### src/rtl/rx_addr_filter_pkg.sv
package rx_addr_filter_pkg;

  localparam int ADMIT_W    = 14;
  localparam int REG_W      = 32;
  localparam int ADDR_BYTES = 6;
  localparam int HDR_OFF_W  = 5;

  // header offsets counted after the PHY prefix
  localparam int OFF_FCDUR  = 0;
  localparam int OFF_A1     = 4;
  localparam int OFF_A2     = OFF_A1 + ADDR_BYTES;
  localparam int OFF_A3     = OFF_A2 + ADDR_BYTES;
  localparam int HDR_LEN    = OFF_A3 + ADDR_BYTES;
  localparam int OFF_A1_END = OFF_A2 - 1;
  localparam int OFF_A3_END = HDR_LEN - 1;

  // admit mask bit positions
  localparam int BIT_GROUP    = 1;
  localparam int BIT_BCN_ANY  = 4;
  localparam int BIT_CONTROL  = 5;
  localparam int BIT_OTHERBSS = 6;
  localparam int BIT_PSPOLL   = 7;
  localparam int BIT_PRBREQ   = 8;
  localparam int BIT_OWN      = 9;
  localparam int BIT_ONES     = 10;
  localparam int BIT_ZEROS    = 11;
  localparam int BIT_BCN_OWN  = 12;
  localparam int BIT_ALL      = 13;

  typedef enum logic [3:0] {
    SEL_MASK   = 4'd0,
    SEL_OWN_LO = 4'd1,
    SEL_OWN_HI = 4'd2,
    SEL_BSS_LO = 4'd3,
    SEL_BSS_HI = 4'd4,
    SEL_FCDUR  = 4'd5,
    SEL_A1_LO  = 4'd6,
    SEL_A1_HI  = 4'd7,
    SEL_A2_LO  = 4'd8,
    SEL_A2_HI  = 4'd9
  } regSel_e;

  typedef struct packed {
    logic                 hdrWr;
    logic [HDR_OFF_W-1:0] hdrOff;
    logic                 evalNow;
  } ctlStrobes_t;

endpackage

### src/rtl/rx_addr_filter_ctrl.sv
module rx_addr_filter_ctrl
  import rx_addr_filter_pkg::*;
#(
  parameter int PREFIX_LEN = 5
) (
  input  logic        clk,
  input  logic        rstN,
  input  logic        frameStart,
  input  logic        byteValid,
  input  logic        isControl,
  output ctlStrobes_t strobes
);

  localparam int TOTAL = PREFIX_LEN + HDR_LEN;
  localparam int CNT_W = $clog2(TOTAL + 1);

  logic [CNT_W-1:0] byteIdx;
  logic [CNT_W-1:0] curIdx;
  logic [CNT_W-1:0] offIdx;
  logic             active;
  logic             take;
  logic             inHdr;
  logic             evalHit;
  logic             evalReg;

  assign curIdx = frameStart ? '0 : byteIdx;
  assign take   = byteValid && (frameStart || active);
  assign inHdr  = take && (curIdx >= CNT_W'(PREFIX_LEN)) && (curIdx < CNT_W'(TOTAL));
  assign offIdx = curIdx - CNT_W'(PREFIX_LEN);

  // control frames end their addressing after address 1
  assign evalHit = inHdr &&
                   (( isControl && offIdx == CNT_W'(OFF_A1_END)) ||
                    (!isControl && offIdx == CNT_W'(OFF_A3_END)));

  always_ff @(posedge clk or negedge rstN) begin
    if (!rstN) begin
      byteIdx <= '0;
      active  <= 1'b0;
      evalReg <= 1'b0;
    end else begin
      evalReg <= evalHit;
      if (frameStart) begin
        active  <= 1'b1;
        byteIdx <= byteValid ? CNT_W'(1) : '0;
      end else if (take) begin
        byteIdx <= byteIdx + CNT_W'(1);
        if (byteIdx == CNT_W'(TOTAL - 1)) active <= 1'b0;
      end
    end
  end

  always_comb begin
    strobes         = '0;
    strobes.hdrWr   = inHdr;
    strobes.hdrOff  = HDR_OFF_W'(offIdx);
    strobes.evalNow = evalReg;
  end

endmodule

### src/rtl/rx_addr_filter_dp.sv
module rx_addr_filter_dp
  import rx_addr_filter_pkg::*;
#(
  parameter int REG_AW = 4
) (
  input  logic              clk,
  input  logic              rstN,
  input  ctlStrobes_t       strobes,
  input  logic [7:0]        byteData,
  input  logic              regWrEn,
  input  logic [REG_AW-1:0] regAddr,
  input  logic [REG_W-1:0]  regWrData,
  output logic [REG_W-1:0]  regRdData,
  output logic              isControl,
  output logic              rxPass,
  output logic              rxDrop
);

  localparam int AW = 8 * ADDR_BYTES;

  logic [ADMIT_W-1:0] admitMask;
  logic [AW-1:0]      ownAddr;
  logic [AW-1:0]      bssAddr;
  logic [REG_W-1:0]   capFcDur;
  logic [AW-1:0]      capA1;
  logic [AW-1:0]      capA2;
  logic [AW-1:0]      capA3;

  logic               selOk;
  regSel_e            sel;

  if (REG_AW > 4) begin : gWideAddr
    assign selOk = (regAddr[REG_AW-1:4] == '0);
  end else begin : gNarrowAddr
    assign selOk = 1'b1;
  end
  assign sel = regSel_e'(regAddr[3:0]);

  // programmable registers
  always_ff @(posedge clk or negedge rstN) begin
    if (!rstN) begin
      admitMask <= '0;
      ownAddr   <= '0;
      bssAddr   <= '0;
    end else if (regWrEn && selOk) begin
      case (sel)
        SEL_MASK:   admitMask      <= regWrData[ADMIT_W-1:0];
        SEL_OWN_LO: ownAddr[31:0]  <= regWrData;
        SEL_OWN_HI: ownAddr[AW-1:32] <= regWrData[AW-33:0];
        SEL_BSS_LO: bssAddr[31:0]  <= regWrData;
        SEL_BSS_HI: bssAddr[AW-1:32] <= regWrData[AW-33:0];
        default: ;
      endcase
    end
  end

  // header capture, one byte lane per header offset
  always_ff @(posedge clk or negedge rstN) begin
    if (!rstN) begin
      capFcDur <= '0;
      capA1    <= '0;
      capA2    <= '0;
      capA3    <= '0;
    end else if (strobes.hdrWr) begin
      for (int k = 0; k < 4; k++)
        if (strobes.hdrOff == HDR_OFF_W'(OFF_FCDUR + k)) capFcDur[8*k +: 8] <= byteData;
      for (int k = 0; k < ADDR_BYTES; k++) begin
        if (strobes.hdrOff == HDR_OFF_W'(OFF_A1 + k)) capA1[8*k +: 8] <= byteData;
        if (strobes.hdrOff == HDR_OFF_W'(OFF_A2 + k)) capA2[8*k +: 8] <= byteData;
        if (strobes.hdrOff == HDR_OFF_W'(OFF_A3 + k)) capA3[8*k +: 8] <= byteData;
      end
    end
  end

  // frame classification
  logic [1:0]         fType;
  logic [3:0]         fSub;
  logic               isMgmt;
  logic               isBeacon;
  logic               a1Group;
  logic               bssMatch;
  logic [ADMIT_W-1:0] classHit;
  logic               admit;

  assign fType     = capFcDur[3:2];
  assign fSub      = capFcDur[7:4];
  assign isMgmt    = (fType == 2'b00);
  assign isControl = (fType == 2'b01);
  assign isBeacon  = isMgmt && (fSub == 4'b1000);
  assign bssMatch  = (capA3 == bssAddr);
  assign a1Group   = (capA1[7:0] == 8'h01 && capA1[15:8] == 8'h00 && capA1[23:16] == 8'h5E) ||
                     (capA1[7:0] == 8'h33 && capA1[15:8] == 8'h33);

  always_comb begin
    classHit               = '0;
    classHit[BIT_GROUP]    = a1Group;
    classHit[BIT_BCN_ANY]  = isBeacon || (isMgmt && fSub == 4'b0101);
    classHit[BIT_CONTROL]  = isControl;
    classHit[BIT_OTHERBSS] = !isControl && !bssMatch;
    classHit[BIT_PSPOLL]   = isControl && (fSub == 4'b1010);
    classHit[BIT_PRBREQ]   = isMgmt && (fSub == 4'b0100);
    classHit[BIT_OWN]      = (capA1 == ownAddr);
    classHit[BIT_ONES]     = &capA1;
    classHit[BIT_ZEROS]    = ~|capA1;
    classHit[BIT_BCN_OWN]  = isBeacon && bssMatch;
    classHit[BIT_ALL]      = 1'b1;
  end

  assign admit  = |(classHit & admitMask);
  assign rxPass = strobes.evalNow && admit;
  assign rxDrop = strobes.evalNow && !admit;

  // read mux
  always_comb begin
    regRdData = '0;
    if (selOk) begin
      case (sel)
        SEL_MASK:   regRdData[ADMIT_W-1:0] = admitMask;
        SEL_OWN_LO: regRdData = ownAddr[31:0];
        SEL_OWN_HI: regRdData[AW-33:0] = ownAddr[AW-1:32];
        SEL_BSS_LO: regRdData = bssAddr[31:0];
        SEL_BSS_HI: regRdData[AW-33:0] = bssAddr[AW-1:32];
        SEL_FCDUR:  regRdData = capFcDur;
        SEL_A1_LO:  regRdData = capA1[31:0];
        SEL_A1_HI:  regRdData[AW-33:0] = capA1[AW-1:32];
        SEL_A2_LO:  regRdData = capA2[31:0];
        SEL_A2_HI:  regRdData[AW-33:0] = capA2[AW-1:32];
        default: ;
      endcase
    end
  end

endmodule

### src/rtl/rx_addr_filter.sv
module rx_addr_filter
  import rx_addr_filter_pkg::*;
#(
  parameter int PREFIX_LEN = 5,
  parameter int REG_AW     = 4
) (
  input  logic              clk,
  input  logic              rstN,
  input  logic              frameStart,
  input  logic              byteValid,
  input  logic [7:0]        byteData,
  input  logic              regWrEn,
  input  logic [REG_AW-1:0] regAddr,
  input  logic [31:0]       regWrData,
  output logic [31:0]       regRdData,
  output logic              rxPass,
  output logic              rxDrop
);

  ctlStrobes_t strobes;
  logic        isControl;

  rx_addr_filter_ctrl #(.PREFIX_LEN(PREFIX_LEN)) uCtrl (
    .clk        (clk),
    .rstN       (rstN),
    .frameStart (frameStart),
    .byteValid  (byteValid),
    .isControl  (isControl),
    .strobes    (strobes)
  );

  rx_addr_filter_dp #(.REG_AW(REG_AW)) uDp (
    .clk        (clk),
    .rstN       (rstN),
    .strobes    (strobes),
    .byteData   (byteData),
    .regWrEn    (regWrEn),
    .regAddr    (regAddr),
    .regWrData  (regWrData),
    .regRdData  (regRdData),
    .isControl  (isControl),
    .rxPass     (rxPass),
    .rxDrop     (rxDrop)
  );

endmodule

### config.mk
export PLATFORM = sky130hd
export DESIGN_NAME = rx_addr_filter
export DESIGN_NICKNAME = d
export VERILOG_FILES = /design/src/rtl/rx_addr_filter_pkg.sv /design/src/rtl/rx_addr_filter_ctrl.sv /design/src/rtl/rx_addr_filter_dp.sv /design/src/rtl/rx_addr_filter.sv
export SDC_FILE = /design/constraint.sdc
export NUM_CORES = 1
export LEC_CHECK = 0
export CAP_MARGIN = 15
export CORE_AREA = 4 4 173 175
export DETAILED_ROUTE_END_ITERATION = 12
export DIE_AREA = 0 0 177 179
export PLACE_DENSITY = 0.7
export SKIP_CTS_REPAIR_TIMING = 1
export SLEW_MARGIN = 20
export SYNTH_ARGS = -nofsm -noshare
export SYNTH_HDL_FRONTEND = slang
export SYNTH_HIERARCHICAL = 1
export SYNTH_SLANG_ARGS = --single-unit
### constraint.sdc
create_clock -name clk -period 2.7 [get_ports clk]
set_clock_uncertainty 0.1 [all_clocks]
set_input_delay 0.54 -clock clk [delete_from_list [all_inputs] [get_ports clk]]
set_output_delay 0.54 -clock clk [all_outputs]
set_load 0.01 [all_outputs]
Yosys cells after proc, flatten, opt, wreduce, memory -nomap -nowiden

Index checks and enable logic that the tools add are counted.

Input bits: 49
Register bits: 293

Mux-type cells: 10
Add/sub/neg operators: 2
Eq/ne operators: 42
Bitwise operators: 1
Magnitude comparators: 2
Reductions and logical operators: 62

Operators with widths:

| kind                  | number |
|---|---|
| $pmux W14 S10         | 1 |
| $eq A48 B48 Y1        | 2 |
| $pmux W16 S5          | 1 |
| $reduce_and A2 Y1     | 28 |
| $reduce_and A48 Y1    | 1 |
| $reduce_or A48 Y1     | 1 |
| $eq A5 B4 Y1 const B  | 8 |
| $eq A5 B5 Y1 const B  | 7 |
| $eq A4 B3 Y1 const B  | 6 |
| $eq A5 B3 Y1 const B  | 4 |
| $pmux W2 S9           | 1 |
| $logic_and A1 B1 Y1   | 17 |
| $eq A4 B4 Y1 const B  | 4 |
| $eq A8 B6 Y1 const B  | 2 |
| $mux W5               | 3 |
| $and A14 B14 Y14      | 1 |
| $reduce_or A14 Y1     | 1 |
| $eq A5 B2 Y1 const B  | 2 |
| $eq A4 B2 Y1 const B  | 2 |
| $eq A8 B1 Y1 const B  | 1 |
| $eq A8 B7 Y1 const B  | 1 |
| $logic_not A8 Y1      | 1 |
| $add A5 B1 Y5 const B | 1 |
| $eq A5 B1 Y1 const B  | 1 |
| other kinds (12)      | 22 |

Depth between registers and ports, before layout

Gate-level depths: netlist of run 1.

Word-level depth: 8
Gate-level depth with buffers: 12
Gate-level depth less buffers: 11

By module

The synthesis of run 1 kept the hierarchy.

By module, submodules not included:

| module              | area an instance (um2) | cells each | sequential area each (um2) | instances |
|---|---|---|---|---|
| rx_addr_filter_dp   | 13389.1                | 1006       | 7156.9                     | 1 |
| rx_addr_filter_ctrl | 579.3                  | 62         | 175.2                      | 1 |

Worst setup path before layout of run 1

Ideal clock, no wire load.

Path type: input-to-reg
From: input port frameStart
To: register uDp.capA2[32]
Data required time: 2.475 ns
Cell stages on the path: 12
Library setup time: 0.125 ns
Slack: -0.235 ns
Arrival time: 2.710 ns
Buffers on the path: 3
Path through: buf_6 > nor2_1 > ha_1 > o31a_1 > nor3_1 > nor4b_2 > buf_4 > nand2b_1 > nor3b_1 > and3_1 > buf_2 > mux2_2

Cells in the longest elaborated chain, start to end: 5
Elaborated cells on any way between the ends: 10
Those cells by class: add/sub (1); order compare (2); eq/ne (1); mux (1); reduce/logical (5)

Ends and longest elaborated chain:

| what                                                | RTL line                                             | text |
|---|---|---|
| start, declared                                     | rx_addr_filter.sv:9                                  | `input logic frameStart,` |
| $mux W5 or $logic_or A1 B1 Y1 (tied branches)       | rx_addr_filter_ctrl.sv:26, rx_addr_filter_ctrl.sv:27 |  |
| $ge A5 B3 Y1 or $logic_and A1 B1 Y1 (tied branches) | rx_addr_filter_ctrl.sv:28, rx_addr_filter_ctrl.sv:27 |  |
| $logic_and A1 B1 Y1                                 | rx_addr_filter_ctrl.sv:28                            | `assign inHdr = take && (curIdx >= CNT_W'(PREFIX_LEN)) && (curIdx < CNT_W'(TOTAL));` |
| $logic_and A1 B1 Y1 *                               | rx_addr_filter_ctrl.sv:28                            |  |
| named net uCtrl.inHdr                               | rx_addr_filter_ctrl.sv:22                            | `logic inHdr;` |
| $reduce_and A2 Y1 (no source line) *                | -                                                    |  |
| end signal, assigned by index                       | rx_addr_filter_dp.sv:69                              | `if (strobes.hdrOff == HDR_OFF_W'(OFF_A2 + k)) capA2[8*k +: 8] <= byteData;` |
| end, declared                                       | rx_addr_filter_dp.sv:26                              | `logic [AW-1:0] capA2;` |

The timed path passes the listed nets; every way through them passes the cells marked *.
A chain may end at the register's enable or synchronous reset.

Final worst setup path of run 1

From: register uDp.capA1[38]
To: output port rxPass

Cells in the longest elaborated chain, start to end: 5
Elaborated cells on any way between the ends: 7
Those cells by class: eq/ne (1); bitwise (1); reduce/logical (5)

Ends and longest elaborated chain:

| what                            | RTL line                 | text |
|---|---|---|
| start, declared                 | rx_addr_filter_dp.sv:25  | `logic [AW-1:0] capA1;` |
| start signal, assigned by index | rx_addr_filter_dp.sv:68  | `if (strobes.hdrOff == HDR_OFF_W'(OFF_A1 + k)) capA1[8*k +: 8] <= byteData;` |
| $reduce_or A48 Y1               | rx_addr_filter_dp.sv:104 | `classHit[BIT_ZEROS] = ~\|capA1;` |
| $logic_not A1 Y1                | rx_addr_filter_dp.sv:104 |  |
| $and A14 B14 Y14 *              | rx_addr_filter_dp.sv:109 | `assign admit = \|(classHit & admitMask);` |
| $reduce_or A14 Y1 *             | rx_addr_filter_dp.sv:109 |  |
| $logic_and A1 B1 Y1 *           | rx_addr_filter_dp.sv:110 | `assign rxPass = strobes.evalNow && admit;` |
| end, declared                   | rx_addr_filter.sv:16     | `output logic rxPass,` |

Every way passes the cells marked *; elsewhere a longest branch is shown, timed or not.

==> metrics.yaml, run 1 <==
critPathSlowestCell: "dfrtp_1"
synth_largest_area_cell: "dfrtp_1"
p_leak_nw: 9.73
fmax_ghz: 0.307
ys_seq_area_share_pct: 52.5
clk_path_buf_depth: 3
outcome: "finished with violations"
synth_top_family_by_area: "multiplexers"
async_flop_share_pct: 100
synthTopCellsByArea: "dfrtp_1 52%, mux2_2 16%, mux2_1 7.7%"
drive_gt1_share_pct: 44.5
relSlewSlack_pct: 46.0
fin_crit_ns: 3.26
pre_cts_ws_ns: -0.763
dieArea_um2: 31700
clk_latency_ns: 0.52
syn_avg_cell_area_um2: 13.1
yosysWarningCount: 6
hold_ws_ns: 0.398
drt_iter0_markers: 1230
fin_crit_sh_pct: 121
synth-edff-count: 0
vias: 11200
synth_fp_nets: 1122
setup-violations-final: 4
fin_nets: 1496
synth_fa_ha_area_share_pct: 0.448
netlist-cell-type-count: 55
synth_top_cell_area_share_pct: 52.5
cp_max_fo: 4
fin_setup_tns_ns: -1.14
cts_buffers: 34
yosysMostFrequentCell: "dfrtp_1"
synthXorXnorAreaFrac_pct: 6.45
grt_pass1_vias: 11300
grt_usage_pct: 29.6
hold_viol_final: 0
place_congestion: 0.996
portBuffers: 82
antenna_found_initial: 1
setup_ws_ns: -0.556
grt_setup_unrepaired: "yes"
drc: 0
cts_tree: "yes"
tightest_slew_ns: 0.807
arrival_ns: 2.62
fin_util_pct: 68.0
path_class: "reg -> out"
powerDensity_nw_per_um2: 619
overflow: 0
synthMuxAreaShare_pct: 23.3
clkTransAtPathRegs_ns: 0.05
grt_max_degree: 78
die_y_um: 179
cts.sinks: 293
cts_root_buffer: "clkbuf_16"
wl_per_cell_um: 26.1
final_max_slew_viol_count: 0
startpoint_type: "register"
synth_area_um2: 14000
antenna_left: 0
netlist_instances: 1068
area_growth_pct: 38.6
hold_class: "reg -> reg"
required_ns: 2.06
rows: 62
dp_hpwl_mm: 34.3
n_fill_cell: 2051
diodes: 0
synth_compound_area_share_pct: 7.36
io_pins: 83
fp.coreArea_um2: 28500
max_cap_viol_count: 0
drt-pass1-iter-count: 6
power.total_mw: 12.0
seqCellArea_um2: 7330
synthTopCellsByCount: "293 x dfrtp_1, 193 x mux2_2, 95 x mux2_1"
synth-seq-cells: 293
finalWirelength_mm: 48.2
crit_chain: "buf_4 -> xor2_1 -> nor4_1 -> nand4_1 -> nor4_4 -> nor4b_4 -> buf_4 -> a21boi_2 -> buf_2"
viasPerCell: 6.06
violations: "setup timing"
crit_top_cell: "buf_4"
multi_input_area_um2: 6780
ctsHtreeMaxLevel: 2
die_w_um: 177
synth-simple-area-share_pct: 7.86
irDropWorstVdd_mv: 0.414
grt_pass1_wl_mm: 70.0
cp_top_family: "simple AND/OR/NAND/NOR gates"
cp.buffers_inverters: 3
initial_utilization_pct: 49.1
max_stage_delay_ns: 0.38
synth_ff_type: "dfrtp_1"
critPathCaptureType: "output pin"
## metal layers
metal / global-route usage, % / share of wire [%] / up-vias
li1: - / - / 4749
met1: 41.3 / 41 / 5743
met2: 45.3 / 45 / 550
met3: 7.40 / 9.2 / 124
met4: 11.0 / 4.2 / 0
met5: 0 / 0 / -
## sequential cells by signal (all words and copies together) (netlist names)
signal / cells
uCtrl/byteIdx: 5
uDp/ownAddr: 48
uDp/bssAddr: 48
uCtrl/active: 1
uDp/capA3: 48
uCtrl/evalReg: 1
uDp/admitMask: 14
uDp/capA1: 48
uDp/capFcDur: 32
uDp/capA2: 48
## kinds of logic after synthesis
logic type | Yosys count
muxes | 289
DFF | 293
and+or+nand+nor | 188
AOI/OAI and AO/OA | 125
xor gates and xnor gates | 102
adders and majority gates | 5
buffers and inverters | 66
## cell type report
type,instances,area share [%]
multi-input combinational,709,35.0
clock inverter,9,0.607
tap,384,2.48
inverter,7,0.136
timing repair buffer,397,19.0
clock buffer,45,4.97
sequential,293,37.9
## final timing paths
kind	startpoint	to	slack, ns	cells past startpoint
min in group asynchronous	rstN	uDp/bssAddr[0]	0.44	2
hold reg to reg	uCtrl/active	uCtrl/active	0.40	1
setup / recovery	uDp/capA1[38]	rxPass	-0.56	9
max in group asynchronous	rstN	uDp/capA1[0]	1.23	3
setup reg to reg	uCtrl/byteIdx[0]	uDp/capA2[36]	0.11	11
hold / removal	uCtrl/active	uCtrl/active	0.40	1
## stage by stage
stage | cell area (um^2) | cells
finish | 19400 | 1844
global route | 19400 | 1844
CTS | 18700 | 1830
detailed placement | 17700 | 1776
global placement | 17700 | 1776
floorplan | 14000 | 1068
## cell usage in the layout (no fill, tap or decap), types with 16 or more instances in the layout
master / n
dfrtp_1: 293
xor2_1: 51
mux2_4: 28
mux2_2: 174
a22o_1: 16
clkbuf_16: 36
mux2_1: 86
xnor2_1: 50
buf_4: 267
nand2_1: 33
a22oi_1: 55
clkdlybuf4s50_1: 42
a222oi_1: 18
nor4_1: 17
buf_12: 30
dlymetal6s2s_1: 25
nand4_1: 48
## power breakdown
group	switching (mW)	internal, mW	leakage [nW]	total [mW]
Sequential	0.391	4.79	3.90	5.18
Clock	1.82	2.69	0.535	4.51
Combinational	1.10	1.20	5.30	2.30
Total	3.31	8.68	9.73	12.0
No activity file was read; power rests on OpenSTA's default activity.
==> inputs of run 2 (changes only) <==
--- a/config.mk
+++ b/config.mk
@@ -5,10 +5,12 @@
 export SDC_FILE = /design/constraint.sdc
 export NUM_CORES = 1
 export LEC_CHECK = 0
-export CAP_MARGIN = 15
+export ABC_CLOCK_PERIOD_IN_PS = 2700
+export CAP_MARGIN = 25
 export CORE_AREA = 4 4 173 175
 export DETAILED_ROUTE_END_ITERATION = 12
 export DIE_AREA = 0 0 177 179
+export HOLD_SLACK_MARGIN = 0.12
 export PLACE_DENSITY = 0.7
 export SKIP_CTS_REPAIR_TIMING = 1
 export SLEW_MARGIN = 20
==> results of run 2 <==
Same layout as run 1: the final DEF is identical, and so are final timing and power.
